==> config.mk <==
export PLATFORM = sky130hd
export DESIGN_NAME = idscan_pass
export DESIGN_NICKNAME = d
export VERILOG_FILES = /design/src/rtl/idscan_pkg.sv /design/src/rtl/idscan_choose.sv /design/src/rtl/idscan_idreg.sv /design/src/rtl/idscan_pass.sv
export SDC_FILE = /design/constraint.sdc
export NUM_CORES = 1
export LEC_CHECK = 0
export BUFFER_PORTS_ARGS = -buffer_cell sky130_fd_sc_hd__buf_2
export CAP_MARGIN = 10
export CORE_ASPECT_RATIO = 1.2
export CORE_UTILIZATION = 40
export DETAILED_ROUTE_END_ITERATION = 12
export GPL_TIMING_DRIVEN = 0
export PLACE_DENSITY = 0.67
export RECOVER_POWER = 25
export SETUP_SLACK_MARGIN = 0.4
export SLEW_MARGIN = 5
export SYNTH_ARGS = -nofsm -noshare
export SYNTH_HDL_FRONTEND = slang
export SYNTH_SLANG_ARGS = --single-unit
==> constraint.sdc <==
create_clock -name clk -period 3 [get_ports clk]
set_input_delay 0.6 -clock clk [delete_from_list [all_inputs] [get_ports clk]]
set_output_delay 0.6 -clock clk [all_outputs]
set_load 0.01 [all_outputs]
==> src/rtl/idscan_pkg.sv <==
package idscan_pkg;

  typedef enum logic [1:0] {
    ST_OK      = 2'd0,
    ST_NOPRES  = 2'd1,
    ST_DATAERR = 2'd2
  } scan_status_e;

  typedef enum logic [2:0] {
    PH_IDLE,
    PH_RESET,
    PH_CMD,
    PH_RD_TRUE,
    PH_RD_CMPL,
    PH_WRITE
  } scan_phase_e;

  // Branch rule: agreeing devices dictate the bit; at a fork, go right (1)
  // while still above the old fork or where the old path already went right.
  function automatic logic pick_bit(input logic b, input logic cb,
                                    input logic disc_above, input logic disc_here,
                                    input logic prev_bit);
    if (b != cb) return b;
    return disc_above || (prev_bit && !disc_here);
  endfunction

  function automatic logic is_fork(input logic b, input logic cb);
    return !b && !cb;
  endfunction

endpackage

==> src/rtl/idscan_choose.sv <==
module idscan_choose #(
  parameter int POS_W = 7
) (
  input  logic             clk,
  input  logic             rst_n,
  input  logic             en,
  input  logic             b,
  input  logic             cb,
  input  logic [POS_W-1:0] pos,
  input  logic [POS_W-1:0] prev_disc,
  input  logic             prev_bit,
  output logic             pick,
  output logic             mark,
  output logic             bad
);
  import idscan_pkg::*;

  logic disc_above, disc_here, fork_w;

  assign disc_above = prev_disc > pos;
  assign disc_here  = prev_disc == pos;
  assign fork_w     = is_fork(b, cb);
  assign pick       = pick_bit(b, cb, disc_above, disc_here, prev_bit);
  assign mark       = fork_w && pick;
  assign bad        = b && cb;

  AST_AGREE_FOLLOWS: assert property (@(posedge clk) disable iff (!rst_n)
    en && (b != cb) |-> pick == b);
  AST_FORK_ABOVE: assert property (@(posedge clk) disable iff (!rst_n)
    en && !b && !cb && (prev_disc > pos) |-> pick);
  AST_FORK_AT_OLD: assert property (@(posedge clk) disable iff (!rst_n)
    en && !b && !cb && (prev_disc == pos) |-> !pick);

endmodule

==> src/rtl/idscan_idreg.sv <==
module idscan_idreg #(
  parameter int ID_BITS = 64,
  parameter int POS_W   = 7
) (
  input  logic               clk,
  input  logic               rst_n,
  input  logic               clr,
  input  logic               wr_en,
  input  logic [POS_W-1:0]   pos,
  input  logic               bit_in,
  output logic [ID_BITS-1:0] id_q
);
  localparam int IDX_W = $clog2(ID_BITS);

  logic [POS_W-1:0] idx_full;
  logic [IDX_W-1:0] idx;

  assign idx_full = POS_W'(ID_BITS) - pos;
  assign idx      = idx_full[IDX_W-1:0];

  always_ff @(posedge clk) begin
    if (!rst_n)     id_q <= '0;
    else if (clr)   id_q <= '0;
    else if (wr_en) id_q[idx] <= bit_in;
  end

  AST_STORE_BIT: assert property (@(posedge clk) disable iff (!rst_n)
    wr_en && !clr |=> id_q[$past(idx)] == $past(bit_in));

endmodule

==> src/rtl/idscan_pass.sv <==
module idscan_pass #(
  parameter int                  ID_BITS   = 64,
  parameter int                  CMD_BITS  = 8,
  parameter logic [CMD_BITS-1:0] SEARCH_OP = 8'hF0,
  parameter int                  POS_W     = $clog2(ID_BITS + 2)
) (
  input  logic               clk,
  input  logic               rst_n,
  input  logic               start,
  input  logic [POS_W-1:0]   prev_disc,
  input  logic [ID_BITS-1:0] prev_id,
  output logic               busy,
  output logic               done,
  output logic [1:0]         status,
  output logic [ID_BITS-1:0] new_id,
  output logic [POS_W-1:0]   next_disc,
  output logic               slot_req,
  output logic               slot_reset,
  output logic               slot_wbit,
  input  logic               slot_ack,
  input  logic               slot_rbit
);
  import idscan_pkg::*;

  localparam int CW    = (CMD_BITS > 1) ? $clog2(CMD_BITS) : 1;
  localparam int IDX_W = $clog2(ID_BITS);

  scan_phase_e        phase;
  scan_status_e       status_q;
  logic [CW-1:0]      cmd_cnt;
  logic [POS_W-1:0]   pos;
  logic [POS_W-1:0]   pdisc_q, ndisc_q;
  logic [ID_BITS-1:0] pid_q;
  logic               bit_t, pick_q, done_q;

  // named events
  logic xfer, take_start, cmp_xfer, wr_xfer, last_pos, last_cmd;
  logic pick_w, mark_w, bad_w, prev_bit;
  logic [POS_W-1:0] idx_full;

  assign xfer       = slot_req && slot_ack;
  assign take_start = (phase == PH_IDLE) && start;
  assign cmp_xfer   = (phase == PH_RD_CMPL) && xfer;
  assign wr_xfer    = (phase == PH_WRITE) && xfer;
  assign last_pos   = pos == POS_W'(1);
  assign last_cmd   = cmd_cnt == CW'(CMD_BITS - 1);
  assign idx_full   = POS_W'(ID_BITS) - pos;
  assign prev_bit   = pid_q[idx_full[IDX_W-1:0]];

  idscan_choose #(.POS_W(POS_W)) u_choose (
    .clk(clk), .rst_n(rst_n), .en(cmp_xfer),
    .b(bit_t), .cb(slot_rbit), .pos(pos), .prev_disc(pdisc_q),
    .prev_bit(prev_bit), .pick(pick_w), .mark(mark_w), .bad(bad_w)
  );

  idscan_idreg #(.ID_BITS(ID_BITS), .POS_W(POS_W)) u_idreg (
    .clk(clk), .rst_n(rst_n), .clr(take_start), .wr_en(wr_xfer),
    .pos(pos), .bit_in(pick_q), .id_q(new_id)
  );

  always_ff @(posedge clk) begin
    if (!rst_n) begin
      phase    <= PH_IDLE;
      status_q <= ST_OK;
      cmd_cnt  <= '0;
      pos      <= '0;
      pdisc_q  <= '0;
      ndisc_q  <= '0;
      pid_q    <= '0;
      bit_t    <= 1'b0;
      pick_q   <= 1'b0;
      done_q   <= 1'b0;
    end else begin
      done_q <= 1'b0;
      unique case (phase)
        PH_IDLE: if (start) begin
          pdisc_q <= prev_disc;
          pid_q   <= prev_id;
          ndisc_q <= '0;
          phase   <= PH_RESET;
        end
        PH_RESET: if (xfer) begin
          if (!slot_rbit) begin
            status_q <= ST_NOPRES;
            done_q   <= 1'b1;
            phase    <= PH_IDLE;
          end else begin
            cmd_cnt <= '0;
            phase   <= PH_CMD;
          end
        end
        PH_CMD: if (xfer) begin
          if (last_cmd) begin
            pos   <= POS_W'(ID_BITS);
            phase <= PH_RD_TRUE;
          end else begin
            cmd_cnt <= cmd_cnt + 1'b1;
          end
        end
        PH_RD_TRUE: if (xfer) begin
          bit_t <= slot_rbit;
          phase <= PH_RD_CMPL;
        end
        PH_RD_CMPL: if (xfer) begin
          if (bad_w) begin
            status_q <= ST_DATAERR;
            done_q   <= 1'b1;
            phase    <= PH_IDLE;
          end else begin
            pick_q <= pick_w;
            if (mark_w) ndisc_q <= pos;
            phase <= PH_WRITE;
          end
        end
        PH_WRITE: if (xfer) begin
          if (last_pos) begin
            status_q <= ST_OK;
            done_q   <= 1'b1;
            phase    <= PH_IDLE;
          end else begin
            pos   <= pos - 1'b1;
            phase <= PH_RD_TRUE;
          end
        end
        default: phase <= PH_IDLE;
      endcase
    end
  end

  always_comb begin
    unique case (phase)
      PH_CMD:   slot_wbit = SEARCH_OP[cmd_cnt];
      PH_WRITE: slot_wbit = pick_q;
      default:  slot_wbit = 1'b1;
    endcase
  end

  assign slot_req   = phase != PH_IDLE;
  assign slot_reset = phase == PH_RESET;
  assign busy       = phase != PH_IDLE;
  assign done       = done_q;
  assign status     = status_q;
  assign next_disc  = ndisc_q;

  AST_START_RESET: assert property (@(posedge clk) disable iff (!rst_n)
    !busy && start |=> slot_req && slot_reset);
  AST_NO_PRESENCE: assert property (@(posedge clk) disable iff (!rst_n)
    slot_req && slot_ack && slot_reset && !slot_rbit |=> done && status == 2'b01 && !slot_req);
  AST_READ_RELEASE: assert property (@(posedge clk) disable iff (!rst_n)
    (phase == PH_RD_TRUE || phase == PH_RD_CMPL) |-> slot_wbit);
  AST_BOTH_ONES: assert property (@(posedge clk) disable iff (!rst_n)
    cmp_xfer && bit_t && slot_rbit |=> done && status == 2'b10);
  AST_DISC_RANGE: assert property (@(posedge clk) disable iff (!rst_n)
    next_disc <= POS_W'(ID_BITS));
  AST_DONE_PULSE: assert property (@(posedge clk) disable iff (!rst_n)
    done |=> !done);
  AST_REQ_HOLD: assert property (@(posedge clk) disable iff (!rst_n)
    slot_req && !slot_ack |=> slot_req && $stable(slot_reset) && $stable(slot_wbit));

endmodule

* Word-level counts from Yosys, hierarchy flattened *
Memories as Yosys holds them, arrays and structs flattened. A register that Yosys moved wholly into a read port is not among the register bits.
Cells that the tools add are included.

word-level totals
  register bits = 160
  bits in read-only memories = 8
  logic and storage cells = 124
  memories = 1

memory list
  name             words  width  rd ports  clocked after Yosys merged registers in  write ports  RTL line            source
  (no name shown)  8      1      1         1                                        0            idscan_pass.sv:132  PH_CMD: slot_wbit = SEARCH_OP[cmd_cnt];

operators by class
  add/subtract/negate cells = 3
  magnitude comparators = 4
  equality and inequality tests = 24
  mux-type cells = 52
  bitwise operators = 2
  reduce and logical (&&, ||, !) cells = 27

operators by type and width
  cell                   count
  $bwmux W64             1
  $mux W7                8
  $mux W3                14
  $pmux W7 S2            2
  $ne A2 B2 Y1 const B   13
  $pmux W3 S6            1
  $mux W2                8
  $reduce_and A5 Y1      3
  $reduce_and A7 Y1      2
  $mux W1                12
  $eq A3 B3 Y1 const B   3
  $logic_and A1 B1 Y1    8
  $eq A7 B1 Y1 const B   1
  $eq A7 B7 Y1           1
  $gt A7 B7 Y1           1
  $lt A6 B7 Y1 const B   1
  $sub A7 B1 Y7 const B  1
  $bmux W1 S6            1
  $demux W1 S6           1
  $eq A3 B2 Y1 const B   2
  $ge A6 B1 Y1 const B   1
  $pmux W2 S3            1
  $pmux W3 S2            1
  $reduce_bool A2 Y1     3
  other kinds (16)       22

* Depth between registers and ports, before layout *
Gate-level depths: netlist (run 1).

  depth after elaboration = 11
  depth in mapped cells = 14

* Hierarchy *
A second synthesis (run 1) with hierarchy kept.

second synthesis, totals
  cells, all modules = 906
  area total of the unflattened synthesis = 7918.8 µm²

modules (own cells, without submodules)
  module         instances  cells each  area each (µm²)
  idscan_pass    1          527         4682.0
  idscan_idreg   1          348         2997.9
  idscan_choose  1          31          239.0

* Worst setup path before layout (run 1) *
No wires, ideal clock.

  path kind = register to register
  from = register pos[0]
  to = register ndisc_q[0], in the netlist next_disc[0]
  library setup time = 0.122 ns
  arrival time = 2.926 ns
  required time = 2.878 ns
  path slack = -0.047 ns
  stages on the path, launching flop included = 12
  buffers on the path = 2
  period minus slack after synthesis = 3.047 ns
  path through = dfxtp_1 -> buf_6 -> inv_2 -> ha_1 -> buf_6 -> mux4_1 -> nand2_1 -> nand2_1 -> a2111o_1 -> nor4_4 -> nor3_4 -> a221o_1

on the way
  cells in the longest elaborated chain, start to end = 9
  elaborated cells on any way between the ends = 16
  classes of those cells = add/sub (1); order compare (1); eq/ne (2); mux (7); reduce/logical (5)

ends and longest elaborated chain
  what                                RTL line             source
  from (decl)                         idscan_pass.sv:31    logic [POS_W-1:0] pos;
  from (signal assigned)              idscan_pass.sv:94    pos <= POS_W'(ID_BITS);
  from (signal assigned)              idscan_pass.sv:121   pos <= pos - 1'b1;
  $sub A1 B6 Y6                       idscan_pass.sv:47    assign idx_full = POS_W'(ID_BITS) - pos;
  $bmux W1 S6                         idscan_pass.sv:48    assign prev_bit = pid_q[idx_full[IDX_W-1:0]];
  $mux W1 (implied by the code)       idscan_pass.sv:48
  $logic_and A1 B1 Y1                 idscan_pkg.sv:24     return disc_above || (prev_bit && !disc_here);
  $logic_or A1 B1 Y1                  idscan_pkg.sv:24
  $mux W1                             idscan_pkg.sv:24
  $logic_and A1 B1 Y1                 idscan_choose.sv:24  assign mark = fork_w && pick;
  $ne A2 B2 Y1 (no source line)       -
  $reduce_and A5 Y1 (no source line)  -
  to (signal assigned)                idscan_pass.sv:111   if (mark_w) ndisc_q <= pos;
  to (decl)                           idscan_pass.sv:32    logic [POS_W-1:0] pdisc_q, ndisc_q;

Several ways; a longest one is shown, not always the timed one. The select of a mux whose other input is x is not followed.
A chain may end at the register's enable or synchronous reset.

* Final worst setup path (run 1) *
  from = register pos[1]
  to = register ndisc_q[2], in the netlist next_disc[2]

on the way
  cells in the longest elaborated chain, start to end = 9
  elaborated cells on any way between the ends = 12
  classes of those cells = add/sub (1); order compare (1); eq/ne (2); mux (3); reduce/logical (5)

ends and longest elaborated chain
  what                                  RTL line
  $sub A1 B6 Y6                         idscan_pass.sv:47
  $bmux W1 S6                           idscan_pass.sv:48
  $mux W1 (implied by the code)         idscan_pass.sv:48
  $logic_and A1 B1 Y1                   idscan_pkg.sv:24
  $logic_or A1 B1 Y1 *                  idscan_pkg.sv:24
  $mux W1 *                             idscan_pkg.sv:24
  $logic_and A1 B1 Y1 *                 idscan_choose.sv:24
  $ne A2 B2 Y1 (no source line) *       -
  $reduce_and A5 Y1 (no source line) *  -

Mark *: on every way between the ends. The rest lies on a longest branch, timed or not. The select of a mux whose other input is x is not followed.

==> results of run 1 <==
## per-stage QoR
stage          instance area, sq um  setup slack, ps  TNS [ps]  std cells
6_report                       9724           -113.8    -624.1       1445
5_1_grt                        9724           -249.8     -1667       1445
4_1_cts                        9612           -122.6    -759.0       1440
3_5_place_dp                   8882           -447.1     -6804       1398
3_3_place_gp                   8882           -427.9     -5901       1398
2_1_floorplan                  7796            122.7         0        989
## worst min-delay path by stage
| stage | startpoint | to | slack, ps | cells after the start |
|---|---|---|---|---|
| CTS | prev_id[38] | pid_q[38]$_SDFFE_PN0P_ | 400 | 3 |
| detailed placement | u_idreg.id_q[51]$_SDFFE_PP0P_ | u_idreg.id_q[51]$_SDFFE_PP0P_ | 450 | 2 |
| floorplan | pid_q[59]$_SDFFE_PN0P_ | pid_q[59]$_SDFFE_PN0P_ | 440 | 2 |
| finish | prev_id[56] | pid_q[56]$_SDFFE_PN0P_ | 410 | 3 |
| global placement | u_idreg.id_q[56]$_SDFFE_PP0P_ | u_idreg.id_q[56]$_SDFFE_PP0P_ | 440 | 2 |
| global route | prev_id[29] | pid_q[29]$_SDFFE_PN0P_ | 410 | 3 |
## critical path, cell delays in order, from the launching register on
cell and delay, ps:
dfxtp_2 320, buf_6 100, inv_2 60, ha_4 160, buf_8 130, xnor2_4 320, buf_6 170, mux2i_1 200
a32oi_1 70, and4_1 200, a2111o_1 430, nor4_4 380, nor3_4 100, a221o_1 350
## flip-flops by register name, summed over array words and instances (netlist names), named ones only
name,flops
next_disc,7
bit_t,1
pdisc_q,7
phase,3
status,2
done,1
pick_q,1
pos,7
pid_q,64
u_idreg.id_q,64
cmd_cnt,3
## layout make-up
cell class,count,area (sq um),area share (%)
multi-input cells,733,4305,44.27
flip-flops and latches,161,3228,33.20
repair buffers,168,809.5,8.325
clock buffers,19,452.9,4.658
plain buffers,81,431.7,4.439
well taps,256,320.3,3.294
clock inverters,13,116.4,1.197
inverters,14,60.06,0.6176
## layer usage
| metal | wire length, microns | vias up | share of wire [%] | global-route usage, % |
|---|---|---|---|---|
| met2 | 11160 | 244 | 49 | 39.61 |
| met4 | 487 | 0 | 2.2 | 8.908 |
| li1 | - | 3764 | - | - |
| met3 | 1264 | 37 | 5.6 | 3.563 |
| met5 | 0 | - | 0 | 0 |
| met1 | 9675 | 3539 | 43 | 29.60 |
## layout by cell type, fill, tap and decap left out, drive strengths merged, types with 5 or more instances in the layout
master	n
nor2b	10
buf	128
dfxtp	161
o21ai	24
clkinv	6
a21boi	75
inv	20
mux2i	16
a221o	7
and3	13
and2	10
ha	13
a21oi	73
clkbuf	140
mux4	7
nor2	37
nand4	5
nand2	290
nor3	11
nand3	73
## power by group
part / internal (uW) / switching (uW)
sequential: 2230 / 51.0
clock: 1130 / 957
combinational: 228 / 359
total: 3590 / 1370
## repair_timing
item / CTS / global route
gates cloned: 0 / 0
hold buffers: 0 / 0
pin swaps: 13 / 9
setup buffers: 10 / 5
setup endpoints to repair: 66 / 73
resized for setup: 33 / 55
## cell families after synthesis
kind of cell    Yosys count
mux                      27
buf+inv                  95
flops                   161
compound gates          212
fa+ha+maj                13
xor+xnor                  5
simple gates            476
==> summary.txt, run 1 <==
Drt
  – DR vias: 7584
  – Routed WL: 22590 microns
  – DR WL/cell: 15.63 microns
  – Vias per Instance: 5.248
  – DR iter-0 viols: 491
  – Residual DRC count: 0
  – Post-route ant nets: 0
  – Drt first pass iters: 5

STA
  – Fin crit share: 103.8%
  – Hold Slack: 407.8 ps
  – Slew Limit Fails: 0
  – Unrepaired setup endpoints after global routing: true
  – Worst Tran Pin Value: approximately 660 ps
  – Post-route worst setup slack: -113.8 ps
  – Fmax: 0.3212 GHz
  – Hold Vio Cnt, Final: 0
  – Minimum clock period: about 3100 ps
  – Worst Skew: roughly 11 ps
  – Max transition margin: 55.88%
  – Final setup vio count: 7

Floorplanning
  – CORE AREA: 18920 sq um
  – Initial Util: 41.00%
  – I/O pin count: between 150 and 200
  – Die Area: approximately 20000 sq um
  – Die W: ~130 microns
  – FP Rows: 55
  – Die Y-Extent: 154.6 microns

Logic synthesis
  – Synthesized cell area: 7759 sq um
  – Most common library cells after synthesis: 290 x nand2_1, 161 x dfxtp_1, 75 x a21boi_0
  – Post-Synth Adder-Cell Area: about 2.1%
  – Ys async rst share: 0%
  – Seq/Total Area, Yosys: 41.54%
  – Compound-Gate Fraction of Synth Area: 18.06%
  – Post-synthesis net count: 1078
  – Synth Area per Inst: about 7.8 sq um
  – Post-synthesis mux area share: 4.773%
  – Area leader, netlist: dfxtp_1
  – Ys flop type: dfxtp_1
  – Distinct cells, synth: 66
  – Yosys Warn Count: 0
  – #FFs+latches synth: about 160
  – Post-synth EDFFs: 0
  – Xor/xnor share of the synthesized area: 0.8063%
  – Dominant cells by area after synthesis: dfxtp_1 42%, nand2_1 14%, a21boi_0 7.3%
  – Yosys top cell area share: roughly two fifths
  – Synth Instances: between 900 and 1000
  – Post-Synth Simple-Gate Area: 27.45%
  – Largest family of logic cells by synthesized area: simple AND/OR/NAND/NOR gates
  – Count leader, synth: nand2_1

Cells and area
  – Nets@finish: approximately 1300
  – Filler Cells Inserted: 1883
  – Final core utilization: 51.39%
  – Layout cell share with drive strength beyond 1: a little under a fifth
  – Layout overhead on the synthesized area: 25.33%
  – # diodes: 0

Clocking
  – Maximum root-to-sink buffer count: 2
  – Clock H-tree levels: 4
  – TritonCTS buffer count: 17
  – Root Buffer: clkbuf_16
  – CTS tree: yes
  – CTS Sinks: 161
  – Worst-skew pair later-pin latency: 430 ps
  – Reg clk slew, reported paths: 70 ps

Critical path
  – CP max FO: 7
  – Worst setup path class: reg2reg
  – CP endpoint: next_disc[2]$_SDFFE_PN0P_
  – Critical Path Start: pos[1]$_SDFFE_PN0P_
  – Nature of the critical path startpoint: flop
  – Register-to-register setup slack: -110 ps
  – Reg2reg start: pos[1]$_SDFFE_PN0P_
  – Crit Reg-Reg Endpoint: next_disc[2]$_SDFFE_PN0P_
  – Reg2Reg Depth: 13
  – Worst EP arrival: 3430 ps
  – Required @ worst endpoint: 3320 ps
  – CP Capture Type: flop

Power
  – Total power: 4958 uW
  – Lkg Pwr: approximately 0.0036 uW
  – Peak supply drop: 0.3789 mV
  – Cell Pwr Density: 509.8 nW/um^2

Global route
  – Grt total ovfl: 0
  – First-pass GRT wire length: 36200 microns
  – Initial antenna violation count: 0
  – Largest net degree at the start of global routing: 17
  – GRT Resource Usage Total: a little under a quarter
  – Number of global-route vias before repair: 7129

Place
  – IO Port Bufs: 153
  – Gpl congestion: about 0.9
  – Final HPWL from detailed placement: 16610 microns

Run status
  – Failing checks: setup timing
  – Status: finished, violations left

Min path
  – Worst min path class: in2reg

Job
  – Max-capacitance violation count: 0
(Power assumes the default switching activity.)
==> run 2, diff against run 1 <==
- MAX_ROUTING_LAYER: unset -> met4
==> run 2 against run 1 <==
Compared with the run above:
- the flow still finishes with violations (setup timing)
- combinational power rose by 1%
- design area rose by 0.82%
- clock power increased by 5%
- final cell count down 0.14%
==> summary.txt, run 2 (same netlist as run 1, synthesis figures left out) <==
Run status
  – Status: finished, violations left
  – Failing checks: setup timing

Global route
  – Largest net degree at the start of global routing: 17 (unchanged)
  – Initial antenna violation count: 0 (unchanged)
  – First-pass GRT wire length: 35670 microns (-1.5%)
  – Grt total ovfl: 0 (unchanged)
  – Number of global-route vias before repair: 6977 (-2.1%)
  – GRT Resource Usage Total: 23.73% (+0.36 points)

Critical path
  – Register-to-register setup slack: -80 ps (+30 ps)
  – Nature of the critical path startpoint: flop
  – Required @ worst endpoint: 3320 ps (about the same)
  – Worst EP arrival: 3400 ps (-30 ps)
  – CP max FO: 10 (+3)
  – Reg2Reg Depth: 10 (-3)
  – Worst setup path class: reg2reg
  – CP Capture Type: flop

Drt
  – DR vias: 7588 (+0.053%)
  – Vias per Instance: 5.258 (+0.19%)
  – Residual DRC count: 0 (unchanged)
  – Routed WL: 22840 microns (+1.1%)
  – Post-route ant nets: 0 (unchanged)
  – DR WL/cell: 15.83 microns (+1.3%)
  – DR iter-0 viols: 542 (+10%)
  – Drt first pass iters: 7 (+2)

Floorplanning
  – Initial Util: 41.00% (unchanged)
  – Die Area: 19960 sq um (unchanged)
  – I/O pin count: 154 (unchanged)
  – CORE AREA: 18920 sq um (unchanged)
  – FP Rows: 55 (unchanged)
  – Die W: 129.1 microns (unchanged)
  – Die Y-Extent: 154.6 microns (unchanged)

STA
  – Minimum clock period: 3082 ps (-31.78 ps)
  – Worst Tran Pin Value: 784.7 ps (+123.0 ps)
  – Final setup vio count: 7 (unchanged)
  – Fin crit share: 102.7% (-1.1 points)
  – Max transition margin: 47.68% (-8.2 points)
  – Setup_tns: -528.5 ps (+95.56 ps)
  – Unrepaired setup endpoints after global routing: true
  – Worst Skew: 6.130 ps (-4.936 ps)
  – Slew Limit Fails: 0 (unchanged)
  – Hold Slack: 409.2 ps (+1.455 ps)
  – Post-route worst setup slack: -82.01 ps (+31.78 ps)
  – Hold Vio Cnt, Final: 0 (unchanged)
  – Fmax: 0.3245 GHz (+1.0%)

Clocking
  – Reg clk slew, reported paths: 70 ps (about the same)
  – Cts hold-fix bufs: 0 (unchanged)
  – Clock H-tree levels: 4 (unchanged)
  – Root Buffer: clkbuf_16
  – CTS tree: yes
  – Worst-skew pair later-pin latency: 430 ps (about the same)
  – CTS Sinks: 161 (unchanged)
  – TritonCTS buffer count: 17 (unchanged)
  – Maximum root-to-sink buffer count: 2 (unchanged)

Power
  – Cell Pwr Density: 516.9 nW/um^2 (+1.4%)
  – Lkg Pwr: 0.003666 uW (+0.62%)
  – Peak supply drop: 0.3945 mV (+4.1%)

Cells and area
  – Layout overhead on the synthesized area: 26.37%
  – Nets@finish: 1264 (-0.079%)
  – Top flop regs: pid_q (64), u_idreg.id_q (64)
  – # diodes: 0 (unchanged)
  – Commonest non-fill, non-tap cells in the layout: 290 x nand2_1, 159 x dfxtp_1, 104 x clkbuf_1
  – Commonest non-fill, non-tap cell in the layout: nand2_1
  – Layout cell share with drive strength beyond 1: 19.21% (+0.28 points)
  – Post-Layout Cell Count: 1443 (-0.14%)
  – Final core utilization: 51.81% (+0.42 points)

Place
  – Gpl congestion: 0.9033 (+0.85%)
  – Placed insts: 1398 (unchanged)
  – Post-place setup slack: -440.1 ps (+6.998 ps)
  – IO Port Bufs: 153 (unchanged)
  – Final HPWL from detailed placement: 16710 microns (+0.61%)

Job
  – Max-capacitance violation count: 0 (unchanged)

Min path
  – Worst min path class: in2reg
  – Hold-critical path depth: 3 (unchanged)
[run 2: area by class of cell]
cell class / count / area, sq um
Buffer: 81 / 452.9
Clock buffer: 18 / 439.2
Clock inverter: 13 / 151.4
Fill cell: 1865 / 9120
Inverter: 14 / 60.06
Multi-Input combinational cell: 734 / 4340
Sequential cell: 161 / 3228
Tap cell: 256 / 320.3
Timing Repair Buffer: 166 / 812.0
[run 2: routing by layer]
| layer | track usage (%) | vias to the layer above | wire length, microns |
|---|---|---|---|
| met2 | 38.45 | 231 | 11090 |
| met1 | 29.21 | 3556 | 10010 |
| met4 | 8.908 | 0 | 561 |
| li1 | - | 3758 | - |
| met3 | 4.220 | 43 | 1178 |
| met5 | - | - | 0 |
[run 2: where the power goes]
group / internal (uW) / switching, uW
clock network: 1260 / 930
registers: 2230 / 51.9
logic: 227 / 366
total: 3720 / 1350
[run 2: metrics by stage]
stage / cell area, sq um / power [uW]
floorplan: 7796 / 2692
global placement: 8882 / 2892
detailed placement: 8882 / 2901
CTS: 9673 / 5094
global route: 9804 / 5270
finish: 9804 / 5068
[run 2: path summary, 6_finish.rpt]
kind | to | start
min reg2reg | u_idreg.id_q[11]$_SDFFE_PP0P_ | u_idreg.id_q[11]$_SDFFE_PP0P_
max reg2reg | next_disc[3]$_SDFFE_PN0P_ | pos[5]$_SDFFE_PN0P_
min | pid_q[61]$_SDFFE_PN0P_ | prev_id[61]
max | next_disc[3]$_SDFFE_PN0P_ | pos[5]$_SDFFE_PN0P_
[run 2: what timing repair did]
action                                 in CTS  in global routing
endpoints found under the hold margin       0                  0
resized for setup                          40                 54
setup endpoints to repair                  65                 58
pin swaps                                   6                  2
buffers inserted                           10                  2
cloned                                      1                  1
[run 2: worst max-delay path, stage by stage (launching register included)]
cell and delay [ps]:
dfxtp_1 420, clkbuf_2 300, inv_1 160, ha_1 330
nor2b_1 130, o21ai_0 120, o21ai_0 150, a2111o_1 510
nor4_4 400, nor3_4 100, a221o_1 330
==> run 3, diff against run 2 <==
- BUFFER_PORTS_ARGS: -buffer_cell sky130_fd_sc_hd__buf_2 -> unset
- DONT_BUFFER_PORTS: unset -> 1
- PLACE_DENSITY: 0.67 -> 0.58
- clock period: 3 -> 3.4 ns (I/O delays scaled with it)
==> run 3 against run 2 <==
Compared with the run above:
- the run now ends clean
- global-route usage up 0.11 points
- register-to-register slack gained 370 ps
- power is 11% lower
- die area unchanged
- hold slack worse by 32 ps
- sequential share of layout area rose by 3.3 points
- non-clock buffer count is 152 lower
- core utilization down 4.7 points
- final cell count down 11%
- critical path type unchanged
- largest cell class unchanged
- largest power group is now clock
==> summary.txt, run 3 (same netlist as run 1, synthesis figures left out) <==
Run status
  – Status: finished, final reports clean

Cells and area
  – Filler Cells Inserted: 1942 (+4.1%)
  – Top flop regs: pid_q (64), u_idreg.id_q (64)
  – Layout cell share with drive strength beyond 1: 9.758% (-9.4 points)
  – Nets@finish: 1111 (-12%)
  – Commonest non-fill, non-tap cells in the layout: 290 x nand2_1, 159 x dfxtp_1, 75 x a21boi_0
  – Multi-input gate area: 4183 sq um (-3.6%)
  – Layout overhead on the synthesized area: 14.87%
  – Reg area: 3228 sq um (unchanged)
  – # diodes: 0 (unchanged)
  – Commonest non-fill, non-tap cell in the layout: nand2_1
  – Design area: 8912 sq um (-9.1%)

Critical path
  – Sum of buffers and inverters on the critical path: 5 (+3)
  – CP max-delay cell: o22ai_2
  – Worst EP arrival: 3440 ps (+40 ps)
  – Cell Chain, Critical Path: buf_6 -> inv_2 -> ha_4 -> buf_6 -> clkbuf_1 -> and3b_1 -> a21oi_1 -> o22ai_2 -> nand4_1 -> o311ai_4 -> nor4_4 -> buf_4 -> and3_1 -> a221o_1
  – Critical Path Start: pos[1]$_SDFFE_PN0P_
  – CP Capture Type: flop
  – CP max FO: 10 (unchanged)
  – Max incr delay on CP: 410 ps (-100 ps)
  – Nature of the critical path startpoint: flop
  – Reg2reg start: pos[1]$_SDFFE_PN0P_
  – Required @ worst endpoint: 3730 ps (+410 ps)
  – CP most frequent cell: buf_6
  – Worst setup path class: reg2reg
  – Critical path's top delay family: buffers and inverters

Place
  – Gpl congestion: 0.9197 (+1.8%)
  – Post-place setup slack: -278.1 ps (+162.0 ps)
  – IO Port Bufs: 0 (-100%)
  – Post-DP Area: 8080 sq um (-9.0%)
  – Final HPWL from detailed placement: 16450 microns (-1.6%)

Clocking
  – Worst-skew pair later-pin latency: 440 ps (about the same)
  – CTS Sinks: 161 (unchanged)
  – Clock H-tree levels: 4 (unchanged)
  – Maximum root-to-sink buffer count: 2 (unchanged)
  – Reg clk slew, reported paths: 70 ps (about the same)
  – TritonCTS buffer count: 17 (unchanged)
  – CTS tree: yes
  – Root Buffer: clkbuf_16

STA
  – Post-route worst setup slack: 285.9 ps (+367.9 ps)
  – Hold Vio Cnt, Final: 0 (unchanged)
  – Fmax: 0.3211 GHz (-1.0%)
  – Minimum clock period: 3114 ps (+32.06 ps)
  – Fin crit share: 91.59% (-11 points)
  – Max transition margin: 49.57% (+1.9 points)
  – Final setup vio count: 0 (-7)
  – Slew Limit Fails: 0 (unchanged)
  – Worst Skew: 9.650 ps (+3.521 ps)
  – Worst Tran Pin Value: 748.5 ps (-36.27 ps)
  – Unrepaired setup endpoints after global routing: true

Job
  – Max-capacitance violation count: 0 (unchanged)

Floorplanning
  – Die Y-Extent: 154.6 microns (unchanged)
  – Die Area: 19960 sq um (unchanged)
  – FP Rows: 55 (unchanged)
  – Initial Util: 41.00% (unchanged)
  – I/O pin count: 154 (unchanged)
  – CORE AREA: 18920 sq um (unchanged)
  – Die W: 129.1 microns (unchanged)

Drt
  – DR iter-0 viols: 378 (-30%)
  – Routed WL: 22510 microns (-1.5%)
  – Vias per Instance: 5.353 (+1.8%)
  – Drt first pass iters: 7 (unchanged)
  – Residual DRC count: 0 (unchanged)
  – DR vias: 6911 (-8.9%)
  – Post-route ant nets: 0 (unchanged)
  – DR WL/cell: 17.43 microns (+10%)

Global route
  – Number of global-route vias before repair: 6453 (-7.5%)
  – Met1 usage: 27.84% (-1.4 points)
  – Initial antenna violation count: 0 (unchanged)
  – Largest net degree at the start of global routing: 18 (+1)
  – Met2 usage: 39.43% (+0.97 points)
  – First-pass GRT wire length: 35130 microns (-1.5%)
  – Grt total ovfl: 0 (unchanged)
  – Met3 Use GR: 6.053% (+1.8 points)
  – GRT Resource Usage Total: 23.84% (+0.11 points)
  – Most used routing layer: met2

Power
  – Peak supply drop: 0.3483 mV (-12%)
  – Lkg Pwr: 0.003115 uW (-15%)
  – Cell Pwr Density: 504.4 nW/um^2 (-2.4%)

Min path
  – Hold path start: prev_id[24]
  – Worst min path class: in2reg
[run 3: cell types whose count changed in the layout (fill, tap and decap cells not counted), sizes merged]
cell,previous run,this run
xnor2,5,4
clkinv,4,3
buf,125,27
clkbuf,140,85
inv,20,23
[run 3: where the power goes]
part	switching, uW	internal, uW	total, uW
Clock	898	1120	2020
Combinational	299	163	462
Sequential	46.3	1970	2010
Total	1240	3250	4500
[run 3: path summary, 6_finish.rpt]
kind	to	cells after the start	slack, ps
worst min-delay path	pid_q[24]$_SDFFE_PN0P_	2	380
worst max register to register	next_disc[5]$_SDFFE_PN0P_	14	290
worst max-delay path	next_disc[5]$_SDFFE_PN0P_	14	290
worst min register to register	pid_q[58]$_SDFFE_PN0P_	2	460
[run 3: per-layer routing]
| layer | vias up | wire length [microns] |
|---|---|---|
| met3 | 33 | 1484 |
| li1 | 3461 | - |
| met4 | 0 | 444 |
| met5 | - | 0 |
| met1 | 3215 | 9605 |
| met2 | 202 | 10970 |
[run 3: per-stage QoR]
stage                     total power [uW]  std cells  setup TNS (ps)  hold slack [ps]  utilization, %
after detailed placement              2511       1245           -1979            457.2           42.70
after CTS                             4527       1288               0            370.1           46.76
after global placement                2505       1245           -2029            450.3           42.70
after global routing                  4689       1291               0            372.2           47.09
after floorplan                       2376        989               0            438.6               -
final                                 4496       1291               0            377.5           47.09
[run 3: final cells by class]
class	instances	area share (%)
Tap cell	256	3.594
Inverter	14	0.6739
Timing Repair Buffer	14	1.264
Multi-Input combinational cell	733	46.93
Sequential cell	161	36.22
Clock inverter	15	2.134
Buffer	81	4.408
Clock buffer	17	4.773
[run 3: what timing repair did]
| item | 4_1_cts | 5_1_grt |
|---|---|---|
| endpoints found under the setup margin | 56 | 39 |
| gates resized for setup | 23 | 18 |
| hold buffers | 0 | 0 |
| pin swaps | 12 | 4 |
| buffers inserted | 11 | 3 |
